==> src/rtl/ff_pulse_fifo_pkg.sv <==
package ff_pulse_fifo_pkg;

    typedef enum logic [1:0] {
        IN_READY    = 2'd0,
        IN_CAPTURED = 2'd1,
        IN_BLOCKED  = 2'd2
    } in_state_e;

    typedef enum logic [1:0] {
        OUT_EMPTY = 2'd0,
        OUT_VALID = 2'd1,
        OUT_BUSY  = 2'd2
    } out_state_e;

endpackage

==> src/rtl/ff_word_store.sv <==
module ff_word_store #(
    parameter int W     = 4,
    parameter int DEPTH = 16,
    localparam int PW   = (DEPTH > 1) ? $clog2(DEPTH) : 1,
    localparam int CW   = $clog2(DEPTH + 1)
) (
    input  logic          clk,
    input  logic          rst,
    input  logic          push,
    input  logic [W-1:0]  push_word,
    input  logic          pop,
    output logic [W-1:0]  head_word,
    output logic [CW-1:0] cnt
);

    logic [W-1:0]  mem [DEPTH];
    logic [PW-1:0] wr_ptr;
    logic [PW-1:0] rd_ptr;

    function automatic logic [PW-1:0] bump(input logic [PW-1:0] p);
        return (p == PW'(DEPTH - 1)) ? '0 : p + PW'(1);
    endfunction

    always_ff @(posedge clk) begin
        if (rst) begin
            wr_ptr <= '0;
            rd_ptr <= '0;
            cnt    <= '0;
            for (int i = 0; i < DEPTH; i++) mem[i] <= '0;
        end else begin
            if (push) begin
                mem[wr_ptr] <= push_word;
                wr_ptr      <= bump(wr_ptr);
            end
            if (pop) rd_ptr <= bump(rd_ptr);
            case ({push, pop})
                2'b10:   cnt <= cnt + CW'(1);
                2'b01:   cnt <= cnt - CW'(1);
                default: cnt <= cnt;
            endcase
        end
    end

    assign head_word = mem[rd_ptr];

endmodule

==> src/rtl/ff_in_ctl.sv <==
module ff_in_ctl
    import ff_pulse_fifo_pkg::*;
#(
    parameter int W = 4
) (
    input  logic         clk,
    input  logic         rst,
    input  logic         shin,
    input  logic [W-1:0] din,
    input  logic         space_now,
    input  logic         space_next,
    output logic         in_rdy,
    output logic         commit,
    output logic [W-1:0] held_word
);

    in_state_e state, state_n;

    always_ff @(posedge clk) begin
        if (rst) begin
            state     <= IN_READY;
            held_word <= '0;
        end else begin
            state <= state_n;
            if (state == IN_READY && shin) held_word <= din;
        end
    end

    always_comb begin
        state_n = state;
        in_rdy  = 1'b0;
        commit  = 1'b0;
        unique case (state)
            IN_READY: begin
                in_rdy = 1'b1;
                if (shin) state_n = IN_CAPTURED;
            end
            IN_CAPTURED: begin
                if (!shin) begin
                    commit  = 1'b1;
                    state_n = space_next ? IN_READY : IN_BLOCKED;
                end
            end
            IN_BLOCKED: begin
                if (space_now) state_n = IN_READY;
            end
            default: state_n = IN_READY;
        endcase
    end

endmodule

==> src/rtl/ff_out_ctl.sv <==
module ff_out_ctl
    import ff_pulse_fifo_pkg::*;
#(
    parameter int W = 4
) (
    input  logic         clk,
    input  logic         rst,
    input  logic         shout,
    input  logic         word_avail,
    input  logic [W-1:0] head_word,
    output logic         pop,
    output logic         remove,
    output logic         out_rdy,
    output logic [W-1:0] dout
);

    out_state_e state, state_n;

    always_ff @(posedge clk) begin
        if (rst) begin
            state <= OUT_EMPTY;
            dout  <= '0;
        end else begin
            state <= state_n;
            if (pop) dout <= head_word;
        end
    end

    always_comb begin
        state_n = state;
        pop     = 1'b0;
        remove  = 1'b0;
        out_rdy = 1'b0;
        unique case (state)
            OUT_EMPTY: begin
                if (word_avail) begin
                    pop     = 1'b1;
                    state_n = OUT_VALID;
                end
            end
            OUT_VALID: begin
                out_rdy = 1'b1;
                if (shout) begin
                    remove  = 1'b1;
                    state_n = OUT_BUSY;
                end
            end
            OUT_BUSY: begin
                if (!shout) state_n = OUT_EMPTY;
            end
            default: state_n = OUT_EMPTY;
        endcase
    end

endmodule

==> src/rtl/ff_pulse_fifo.sv <==
module ff_pulse_fifo #(
    parameter int W     = 4,
    parameter int DEPTH = 16,
    localparam int CW   = $clog2(DEPTH + 1)
) (
    input  logic         clk,
    input  logic         mrst,
    input  logic [W-1:0] din,
    input  logic         shin,
    input  logic         shout,
    output logic         in_rdy,
    output logic         out_rdy,
    output logic [W-1:0] dout
);

    logic          commit, remove, pop;
    logic [W-1:0]  held_word, head_word;
    logic [CW-1:0] store_cnt;
    logic [CW-1:0] occ, occ_n;

    // occupancy counts every word between commit and removal
    always_comb begin
        occ_n = occ;
        if (commit && !remove)      occ_n = occ + CW'(1);
        else if (remove && !commit) occ_n = occ - CW'(1);
    end

    always_ff @(posedge clk) begin
        if (mrst) occ <= '0;
        else      occ <= occ_n;
    end

    ff_in_ctl #(.W(W)) u_in (
        .clk        (clk),
        .rst        (mrst),
        .shin       (shin),
        .din        (din),
        .space_now  (occ < CW'(DEPTH)),
        .space_next (occ_n < CW'(DEPTH)),
        .in_rdy     (in_rdy),
        .commit     (commit),
        .held_word  (held_word)
    );

    ff_word_store #(.W(W), .DEPTH(DEPTH)) u_store (
        .clk       (clk),
        .rst       (mrst),
        .push      (commit),
        .push_word (held_word),
        .pop       (pop),
        .head_word (head_word),
        .cnt       (store_cnt)
    );

    ff_out_ctl #(.W(W)) u_out (
        .clk        (clk),
        .rst        (mrst),
        .shout      (shout),
        .word_avail (store_cnt != '0),
        .head_word  (head_word),
        .pop        (pop),
        .remove     (remove),
        .out_rdy    (out_rdy),
        .dout       (dout)
    );

endmodule

==> config.mk <==
export PLATFORM = sky130hd
export DESIGN_NAME = ff_pulse_fifo
export DESIGN_NICKNAME = d
export VERILOG_FILES = /design/src/rtl/ff_pulse_fifo_pkg.sv /design/src/rtl/ff_word_store.sv /design/src/rtl/ff_in_ctl.sv /design/src/rtl/ff_out_ctl.sv /design/src/rtl/ff_pulse_fifo.sv
export SDC_FILE = /design/constraint.sdc
export NUM_CORES = 1
export LEC_CHECK = 0
export ABC_CLOCK_PERIOD_IN_PS = 2500
export CAP_MARGIN = 20
export CORE_ASPECT_RATIO = 1.1
export CORE_UTILIZATION = 45
export CTS_BUF_LIST = sky130_fd_sc_hd__clkbuf_4 sky130_fd_sc_hd__clkbuf_8
export DETAILED_ROUTE_END_ITERATION = 10
export PLACE_DENSITY = 0.62
export SYNTH_ARGS = -nofsm -noshare
export SYNTH_HDL_FRONTEND = slang
export SYNTH_SLANG_ARGS = --single-unit
==> constraint.sdc <==
create_clock -name clk -period 2.5 [get_ports clk]
set_input_delay 0.5 -clock clk [delete_from_list [all_inputs] [get_ports clk]]
set_output_delay 0.5 -clock clk [all_outputs]
set_load 0.02 [all_outputs]
Yosys cells after proc, flatten, opt, wreduce, memory -nomap -nowiden

Memory sizes are Yosys's and may differ from the RTL's. A register that Yosys moved wholly into a read port is not among the register bits.
Index checks and enable logic that the tools add are counted.

Bits in writable memories: 64
Bits in registers: 26
Memories: 1
Input port bits: 8
Output and inout bits: 6

Add/subtract/negate cells: 6
$lt $le $gt $ge: 2
Eq/ne operators: 14
Reductions and logical operators: 12
Multiplexer cells: 30

Memory list:

| memory      | words | width | rd ports | clocked after Yosys merged registers in | wr ports | line                | RTL |
|---|---|---|---|---|---|---|---|
| u_store.mem | 16    | 4     | 1        | 1                                       | 16       | ff_word_store.sv:16 | `logic [W-1:0] mem [DEPTH];` |

Operators by type and width:

| operator                                                                 | number |
|---|---|
| 4-bit 2-to-1 mux                                                         | 4 |
| 1-bit 2-to-1 mux                                                         | 14 |
| 2-bit 2-to-1 mux                                                         | 7 |
| 2-bit one-hot mux with 3 select lines                                    | 2 |
| 5-bit by 1-bit adder with 5-bit output (second input constant)           | 2 |
| 5-bit < comparator (second input constant)                               | 2 |
| 5-bit 2-to-1 mux                                                         | 2 |
| 5-bit one-hot mux with 2 select lines                                    | 1 |
| 5-bit by 1-bit subtractor with 5-bit output (second input constant)      | 2 |
| 4-bit by 1-bit adder with 4-bit output (second input constant)           | 2 |
| 4-bit equality test (second input constant)                              | 2 |
| 2-bit inequality test (second input constant)                            | 4 |
| 2-bit by 1-bit equality test with 1-bit output (second input constant)   | 3 |
| 2-bit equality test (second input constant)                              | 3 |
| 3-bit AND reduction                                                      | 2 |
| 5-bit nonzero test                                                       | 1 |
| 2-bit logical NOT                                                        | 2 |
| 2-bit by 1-bit inequality test with 1-bit output (second input constant) | 2 |
| 4-bit OR reduction                                                       | 1 |
| 1-bit logical AND                                                        | 3 |
| 1-bit logical NOT                                                        | 2 |
| 2-bit nonzero test                                                       | 1 |

Longest topological paths before layout

Gate-level depths: netlist (run 1).

Depth after elaboration: 10
Depth in mapped cells: 12

Hierarchy

Synthesis (run 1) repeated with hierarchy kept, for this count alone.

Cells, all modules: 412
Area total of the unflattened synthesis: 4,938.5 µm²

Modules (own cells, without submodules):

| module        | area each (µm²) | cells an instance | instances | seq. area each (µm²) |
|---|---|---|---|---|
| ff_word_store | 3,948.8         | 305               | 1         | 2,262.2 |
| ff_pulse_fifo | 445.4           | 55                | 1         | 100.1 |
| ff_out_ctl    | 275.3           | 26                | 1         | 120.1 |
| ff_in_ctl     | 269.0           | 26                | 1         | 120.1 |

Least setup slack after synthesis (run 1)

Ideal clock, no wire load.

Path kind: input -> register
From: input shin
To: register u_store.cnt[2]
Library setup time: 0.071 ns
Required time: 2.429 ns
Data arrival time: 2.406 ns
Path slack: 0.023 ns
Buffers on the path: 1
Cell stages on the path: 10
Cells stage by stage: nor3b_2 > inv_1 > ha_1 > clkbuf_1 > xor2_1 > ha_1 > a21oi_1 > xor2_1 > or3_1 > a21oi_1

Cells in the longest elaborated chain, start to end: 4
Elaborated cells between the ends (all ways): 6
Those cells by class: eq/ne: 2; mux: 3; reduce/logical: 1

RTL lines:

| item                                                                                  | line                | RTL |
|---|---|---|
| start: declaration                                                                    | ff_pulse_fifo.sv:9  | `input logic shin,` |
| 1-bit 2-to-1 mux (*)                                                                  | ff_in_ctl.sv:39     | `if (!shin) begin` |
| 1-bit 2-to-1 mux (*)                                                                  | ff_in_ctl.sv:33     | `unique case (state)` |
| 2-bit by 1-bit equality test with 1-bit output or 2-bit equality test (tied branches) | ff_word_store.sv:36 | `case ({push, pop})` |
| 5-bit one-hot mux with 2 select lines or 2-bit nonzero test (tied branches)           | n/a                 |  |
| end signal: assignment                                                                | ff_word_store.sv:37 | `2'b10: cnt <= cnt + CW'(1);` |
| end signal: assignment                                                                | ff_word_store.sv:38 | `2'b01: cnt <= cnt - CW'(1);` |
| end signal: assignment                                                                | ff_word_store.sv:39 | `default: cnt <= cnt;` |
| end: declaration                                                                      | ff_word_store.sv:13 | `output logic [CW-1:0] cnt` |

Mark *: on every way between the ends. The rest lies on a longest branch, timed or not.
A chain may end at the register's enable or synchronous reset.

Final worst setup path (run 1)

From: register u_store.cnt[1]
To: register u_store.cnt[2]

Cells in the longest elaborated chain, start to end: 5
Elaborated cells between the ends (all ways): 9
Those cells by class: add/sub: 2; eq/ne: 2; mux: 3; reduce/logical: 2

RTL lines:

| item                                                                                  | line                | RTL |
|---|---|---|
| 5-bit nonzero test                                                                    | ff_pulse_fifo.sv:59 | `.word_avail (store_cnt != '0),` |
| 1-bit 2-to-1 mux                                                                      | ff_out_ctl.sv:36    | `if (word_avail) begin` |
| 1-bit 2-to-1 mux                                                                      | ff_out_ctl.sv:34    | `unique case (state)` |
| 2-bit by 1-bit equality test with 1-bit output or 2-bit equality test (tied branches) | ff_word_store.sv:36 |  |
| 5-bit one-hot mux with 2 select lines or 2-bit nonzero test (tied branches)           | n/a                 |  |

Several ways; a longest one is shown, not always the timed one.

==> flow_summary_export.csv, run 1 <==
group,metric,value,unit
status,status,"complete, no violations",
cells_and_area,multi_input_area,2008,µm²
min_path,hp-start,"u_out.dout[3]",
timing,fmax,0.4340,GHz
cells_and_area,area_growth_syn_to_layout,14.01,%
placement,placed_area,5062,µm²
setup_path,cp.required,2.79,ns
die,num_rows,38,
synthesis,synthFlopType,"edfxtp_1",
clock_tree,post_cts_buffers,0,
setup_path,start_kind,"flop",
placement,io_buffers,13,
timing,rsz0062_at_grt,"no",
clock_tree,h-tree-depth,3,
timing,fin_tns_setup,0,ns
grt,track_usage,19.09,%
synthesis,seq_area_frac_synth,54.02,%
cells_and_area,nNetsFinal,442,
setup_path,slowest_delay,0.49,ns
cells_and_area,num-fill-cells,854,
clock_tree,insertion_delay,0.36,ns
synthesis,ys_types,50,
timing,hold_viol,0,
pwr,vdd_ir_drop_max,0.3196,mV
clock_tree,clk_pin_slew_worst_paths,0.09,ns
synthesis,syn_nets,409,
cells_and_area,fin_util,53.32,%
cells_and_area,seq_area,2524,µm²
grt,grt-ovfl-total,0,
routing,dr.pass1.iters,5,
grt,antenna_found_initial,0,
job,drv_cap,0,
min_path,hold_depth,2,
synthesis,synthCells,388,
routing,finalWirelength,9335,µm
clock_tree,cts.path.max_buffers,2,
setup_path,crit_buf_inv,0,
clock_tree,cts-root-buf,"clkbuf_8",
die,die_w,99.13,µm
setup_path,timing.rr.start,"u_store.cnt[1]",
cells_and_area,drive_gt1_share,20.19,%
synthesis,synth_edf_count,64,
synthesis,yosys_warnings,0,
setup_path,path_cells,"nor3_2, a211oi_4, ha_1, xor2_1, ha_1, a21oi_1, xor2_1, or3_1, a21oi_1",
timing,relSlewSlack,55.76,%
clock_tree,tritoncts,"yes",
die,die-area,10790,µm²
synthesis,synthArstFlopShare,0,%
timing,hold_ws,0.5200,ns
routing,postRouteAntennaNets,0,
cells_and_area,antennaDiodeCount,0,
setup_path,cp_max_fo,8,
min_path,hold_class,"flop to flop",
setup_path,slowest_stage,"dfxtp_1",
routing,wire_per_inst,17.10,µm
die,core,9985,µm²
placement,gp_congestion,0.7960,
grt,grt_pass1_vias,2949,
die,io_pins,14,
setup_path,cpLargestDelayFamily,"compound AO/OA/AOI/OAI gates",
synthesis,netlist_area,4669,µm²
timing,skew,0.007538,ns
routing,drt-initial-drc-count,109,
clock_tree,numCtsBuffers,9,
synthesis,avgSynthCellArea,12.03,µm²
setup_path,critPathCaptureType,"flop",
placement,dpl.hpwl,6578,µm
setup_path,crit_arrival,2.59,ns
timing,fin_crit,2.304,ns
setup_path,reg2reg_setup_slack,0.20,ns
clock_tree,hold_buffers,0,
timing,setup_slack,0.1961,ns
grt,grt_pass1_wl,15180,µm
setup_path,reg2reg_to,"u_store.cnt[2]",
placement,dp_slack,-0.1406,ns
die,die_h,108.8,µm
die,initial_utilization,46.77,%
routing,num_vias,2942,
pwr,powerDensity,848.5,nW/µm²
setup_path,r2r_cells,9,
routing,via_per_inst,5.388,
timing,report.final.slew_viol_count,0,
grt,grt_start_max_net_pins,33,
pwr,p_leak,2.017,nW
timing,setup_viol,0,
routing,drc,0,
setup_path,criticalPathCategory,"flop to flop",
clock_tree,clock-sinks,94,
timing,worst_pin_slew,0.6628,ns
min_path,worst_hold_path.endpoint,"u_out.dout[3]",
timing,finalCritPeriodShare,92.16,%
cells_and_area,design_area,5324,µm²
synthesis,synth-seq-cells,94,
## area by class of cell
class	instances	share of cell area, %
multi-input combinational	265	37.72
clock inverter	7	2.562
inverter	9	0.6345
tap	120	2.820
timing repair buffer	42	6.533
sequential	94	47.40
clock buffer	9	2.327
## flip-flops by register name, indices dropped and copies added, names as in the netlist
signal and count:
u_store.wr_ptr 4, occ 5, u_store.rd_ptr 4, u_out.state 2, u_store.mem 64, u_in.held_word 4, u_out.dout 4, u_in.state 2
u_store.cnt 5
## through the flow
step           total power, mW  cells
6_report                 4.517    546
5_1_grt                  4.773    546
4_1_cts                  4.557    546
3_5_place_dp             3.280    530
3_3_place_gp             3.246    530
2_1_floorplan            2.924    388
## routing by layer
| layer | vias up | GRT usage [%] | wire length (µm) |
|---|---|---|---|
| li1 | 1465 | - | - |
| met2 | 42 | 33.37 | 4863 |
| met1 | 1425 | 23.33 | 3974 |
| met4 | 0 | 7.458 | 149 |
| met3 | 10 | 3.910 | 347 |
| met5 | - | 0 | 0 |
## cell usage after synthesis, drive strengths merged (2+ instances only)
cell type / number / area [µm²]
and2: 65 / 406.6
edfxtp: 64 / 1922
nor2: 41 / 156.4
dfxtp: 30 / 600.6
mux4: 16 / 360.4
or2: 15 / 93.84
a21oi: 14 / 70.07
ha: 13 / 162.7
clkbuf: 12 / 45.04
nand2: 12 / 45.04
a22oi: 10 / 75.07
inv: 9 / 33.78
buf: 8 / 60.05
nor3: 8 / 65.06
mux2i: 7 / 70.07
nand2b: 7 / 43.79
xor2: 6 / 52.55
o21ai: 5 / 25.02
a311oi: 4 / 35.03
nor2b: 4 / 25.02
or3: 4 / 25.02
a211oi: 3 / 35.03
a31oi: 3 / 18.77
nand3b: 3 / 22.52
o21bai: 3 / 22.52
a211o: 2 / 17.52
xnor2: 2 / 17.52
## cell families after synthesis
kind of cell	count (synthesis)	synth area share (%)
adder cells (fa/ha/maj)	13	3.483
buffers and inverters	29	2.974
flip-flops	94	54.02
AO/OA/AOI/OAI	52	7.851
AND/OR/NAND/NOR	169	20.95
XOR/XNOR	8	1.501
multiplexers	23	9.218
## power breakdown
part / internal, mW / switching, mW
logic: 0.642 / 0.651
clock network: 0.760 / 0.526
registers: 1.78 / 0.155
total: 3.18 / 1.33
## how the worst max path moves through the flow
stage          cells after the start           start             end
2_1_floorplan                     10            shin  u_store.cnt[2]
3_3_place_gp                      10            shin  u_store.cnt[4]
3_5_place_dp                      10            shin  u_store.cnt[4]
4_1_cts                            9  u_store.cnt[2]  u_store.cnt[2]
5_1_grt                            9  u_store.cnt[1]  u_store.cnt[4]
6_report                           9  u_store.cnt[1]  u_store.cnt[2]
## what timing repair did
action | CTS | global route
resized for setup | 0 | 1
endpoints found under the setup margin | 0 | 1
hold endpoints to repair | 0 | 0
## placed cells by master (no fill, tap or decap), types with 9 or more instances in the layout
cell type and n:
and2_1 65, clkdlybuf4s50_1 13, buf_4 29, a22oi_1 10
edfxtp_1 64, dfxtp_1 29, inv_1 9, or2_2 15
clkbuf_8 9, mux4_2 16, nand2_1 12, nor2_1 40
a21oi_1 14, ha_1 13
## tightest hold or removal path: stages, from the launching register on
cell	delay, ns
dfxtp_1	0.33
nor2_2	0.10
a311oi_1	0.05
Note: power is estimated with default switching activity, not from simulation.
==> run 2, diff against run 1 <==
--- a/config.mk
+++ b/config.mk
@@ -12,6 +12,7 @@
 export CTS_BUF_LIST = sky130_fd_sc_hd__clkbuf_4 sky130_fd_sc_hd__clkbuf_8
 export DETAILED_ROUTE_END_ITERATION = 10
 export PLACE_DENSITY = 0.62
+export SETUP_SLACK_MARGIN = 0.15
 export SYNTH_ARGS = -nofsm -noshare
 export SYNTH_HDL_FRONTEND = slang
 export SYNTH_SLANG_ARGS = --single-unit
==> run 2 against run 1 <==
Compared with the run above: core utilization down 0.68 points; clock-buffer cell count stayed put; fmax rose by 2.6%; register-to-register slack improved by 0.11 ns.
==> flow_summary_export.csv, run 2 (same netlist as run 1, synthesis figures left out) <==
group,metric,value,unit
pwr,total_power,4.159,mW
cells_and_area,design_area,5256,µm²
setup_path,reg2reg_to,"u_store.cnt[2]",
grt,antenna_found_initial,0,
clock_tree,h-tree-depth,3,
clock_tree,insertion_delay,0.35,ns
timing,hold_viol,0,
cells_and_area,final_cells,547,
cells_and_area,antennaDiodeCount,0,
cells_and_area,num-fill-cells,867,
min_path,hold_class,"flop to flop",
grt,grt_start_max_net_pins,50,
timing,report.final.slew_viol_count,0,
timing,finalCritPeriodShare,89.86,%
timing,skew,0.008926,ns
timing,fin_crit,2.247,ns
setup_path,slowest_stage,"or4b_1",
cells_and_area,regMostFlops,"u_store.mem",
die,die_w,99.13,µm
setup_path,cp.required,2.79,ns
placement,dp_slack,-0.1597,ns
clock_tree,cts.path.max_buffers,2,
timing,worst_pin_slew,0.6402,ns
setup_path,path_cells,"clkdlybuf4s50_1, nor3b_4, inv_1, buf_4, ha_1, or4b_1, a21oi_1, a31oi_1, nand3_1",
clock_tree,post_cts_buffers,0,
grt,track_usage,18.49,%
setup_path,cp_max_fo,4,
timing,rsz0062_at_grt,"yes",
routing,via_per_inst,5.406,
die,io_pins,14,
setup_path,timing.rr.start,"u_store.cnt[0]",
min_path,hold_depth,2,
min_path,worst_hold_path.endpoint,"u_out.dout[1]",
routing,num_vias,2957,
timing,setup_slack,0.2535,ns
pwr,p_leak,1.976,nW
pwr,vdd_ir_drop_max,0.3239,mV
routing,postRouteAntennaNets,0,
placement,dpl.hpwl,6514,µm
job,drv_cap,0,
cells_and_area,layout_common_cells,"65 x and2_1, 64 x edfxtp_1, 40 x nor2_1",
die,initial_utilization,46.77,%
cells_and_area,nNetsFinal,443,
routing,dr.pass1.iters,4,
cells_and_area,layout_commonest_cell,"and2_1",
die,die_h,108.8,µm
pwr,powerDensity,791.2,nW/µm²
timing,setup_viol,0,
routing,drt-initial-drc-count,141,
routing,finalWirelength,9215,µm
cells_and_area,drive_gt1_share,20.61,%
setup_path,criticalPathCategory,"input pin to flop",
clock_tree,clk_pin_slew_worst_paths,0.09,ns
status,status,"complete, no violations",
die,num_rows,38,
timing,fmax,0.4451,GHz
min_path,hp-start,"u_out.dout[1]",
setup_path,reg2reg_setup_slack,0.31,ns
cells_and_area,reg_top3,"u_store.mem (64), occ (5), u_store.cnt (5)",
setup_path,r2r_cells,9,
setup_path,crit_arrival,2.54,ns
grt,grt-ovfl-total,0,
routing,drc,0,
clock_tree,tritoncts,"yes",
placement,gp_congestion,0.7944,
clock_tree,clock-sinks,94,
placement,placedCellCount,531,
placement,placed_area,5076,µm²
placement,io_buffers,13,
cells_and_area,area_growth_syn_to_layout,12.57,%
clock_tree,cts-root-buf,"clkbuf_8",
die,core,9985,µm²
clock_tree,numCtsBuffers,9,
setup_path,slowest_delay,0.52,ns
die,die-area,10790,µm²
timing,relSlewSlack,57.26,%
grt,grt_pass1_vias,2920,
setup_path,start_kind,"input pin",
setup_path,critPathCaptureType,"flop",
cells_and_area,fin_util,52.64,%
cells_and_area,largest_reg_flops,64,
grt,grt_pass1_wl,14920,µm
routing,wire_per_inst,16.85,µm
==> run 2: per-stage QoR <==
step,hold WS [ns],TNS [ns]
2_1_floorplan,0.4861,0
6_report,0.5043,0
4_1_cts,0.5100,0
3_5_place_dp,0.4976,-0.4418
3_3_place_gp,0.4932,-0.2739
5_1_grt,0.5383,0
==> run 2: how the worst max path moves through the flow <==
| stage | cells past startpoint | startpoint | to |
|---|---|---|---|
| after global routing | 9 | shin | u_store.cnt[4] |
| after global placement | 10 | shin | u_store.cnt[2] |
| final | 9 | shin | u_store.cnt[4] |
| after floorplan | 10 | shin | u_store.cnt[2] |
| after detailed placement | 10 | shin | u_store.cnt[2] |
| after CTS | 10 | shin | u_store.cnt[2] |
==> run 2: layout make-up <==
class	count	area [µm²]	area share, %
Clock buffer	9	123.9	2.357
Clock inverter	7	41.29	0.7855
Inverter	9	33.78	0.6427
Multi-Input combinational cell	265	2028	38.59
Sequential cell	94	2524	48.01
Tap cell	120	150.1	2.856
Timing Repair Buffer	43	355.3	6.760
==> run 2: critical path: cells and delay by family <==
kind,cells,cell delay (ns)
buffers and inverters,3,0.70
and+or+nand+nor,3,0.80
AOI/OAI and AO/OA,2,0.20
adders and majority gates,1,0.33
==> run 2: repair_timing <==
item,in CTS,in global routing
setup endpoints to repair,0,3
resized for setup,0,4
hold buffers,0,0
endpoints found under the hold margin,0,0
==> run 2: layer usage <==
| metal | track usage, % | routed length [µm] |
|---|---|---|
| met5 | 0 | 0 |
| met3 | 3.590 | 220 |
| met4 | 5.357 | 111 |
| met2 | 31.67 | 4583 |
| met1 | 24.02 | 4299 |
==> run 2: where the power goes <==
part | switching, mW | total [mW] | internal, mW | leakage, nW
clock network | 0.518 | 0.872 | 0.354 | 0.0817
registers | 0.146 | 1.93 | 1.78 | 0.907
logic | 0.690 | 1.36 | 0.668 | 0.988
total | 1.35 | 4.16 | 2.80 | 1.98
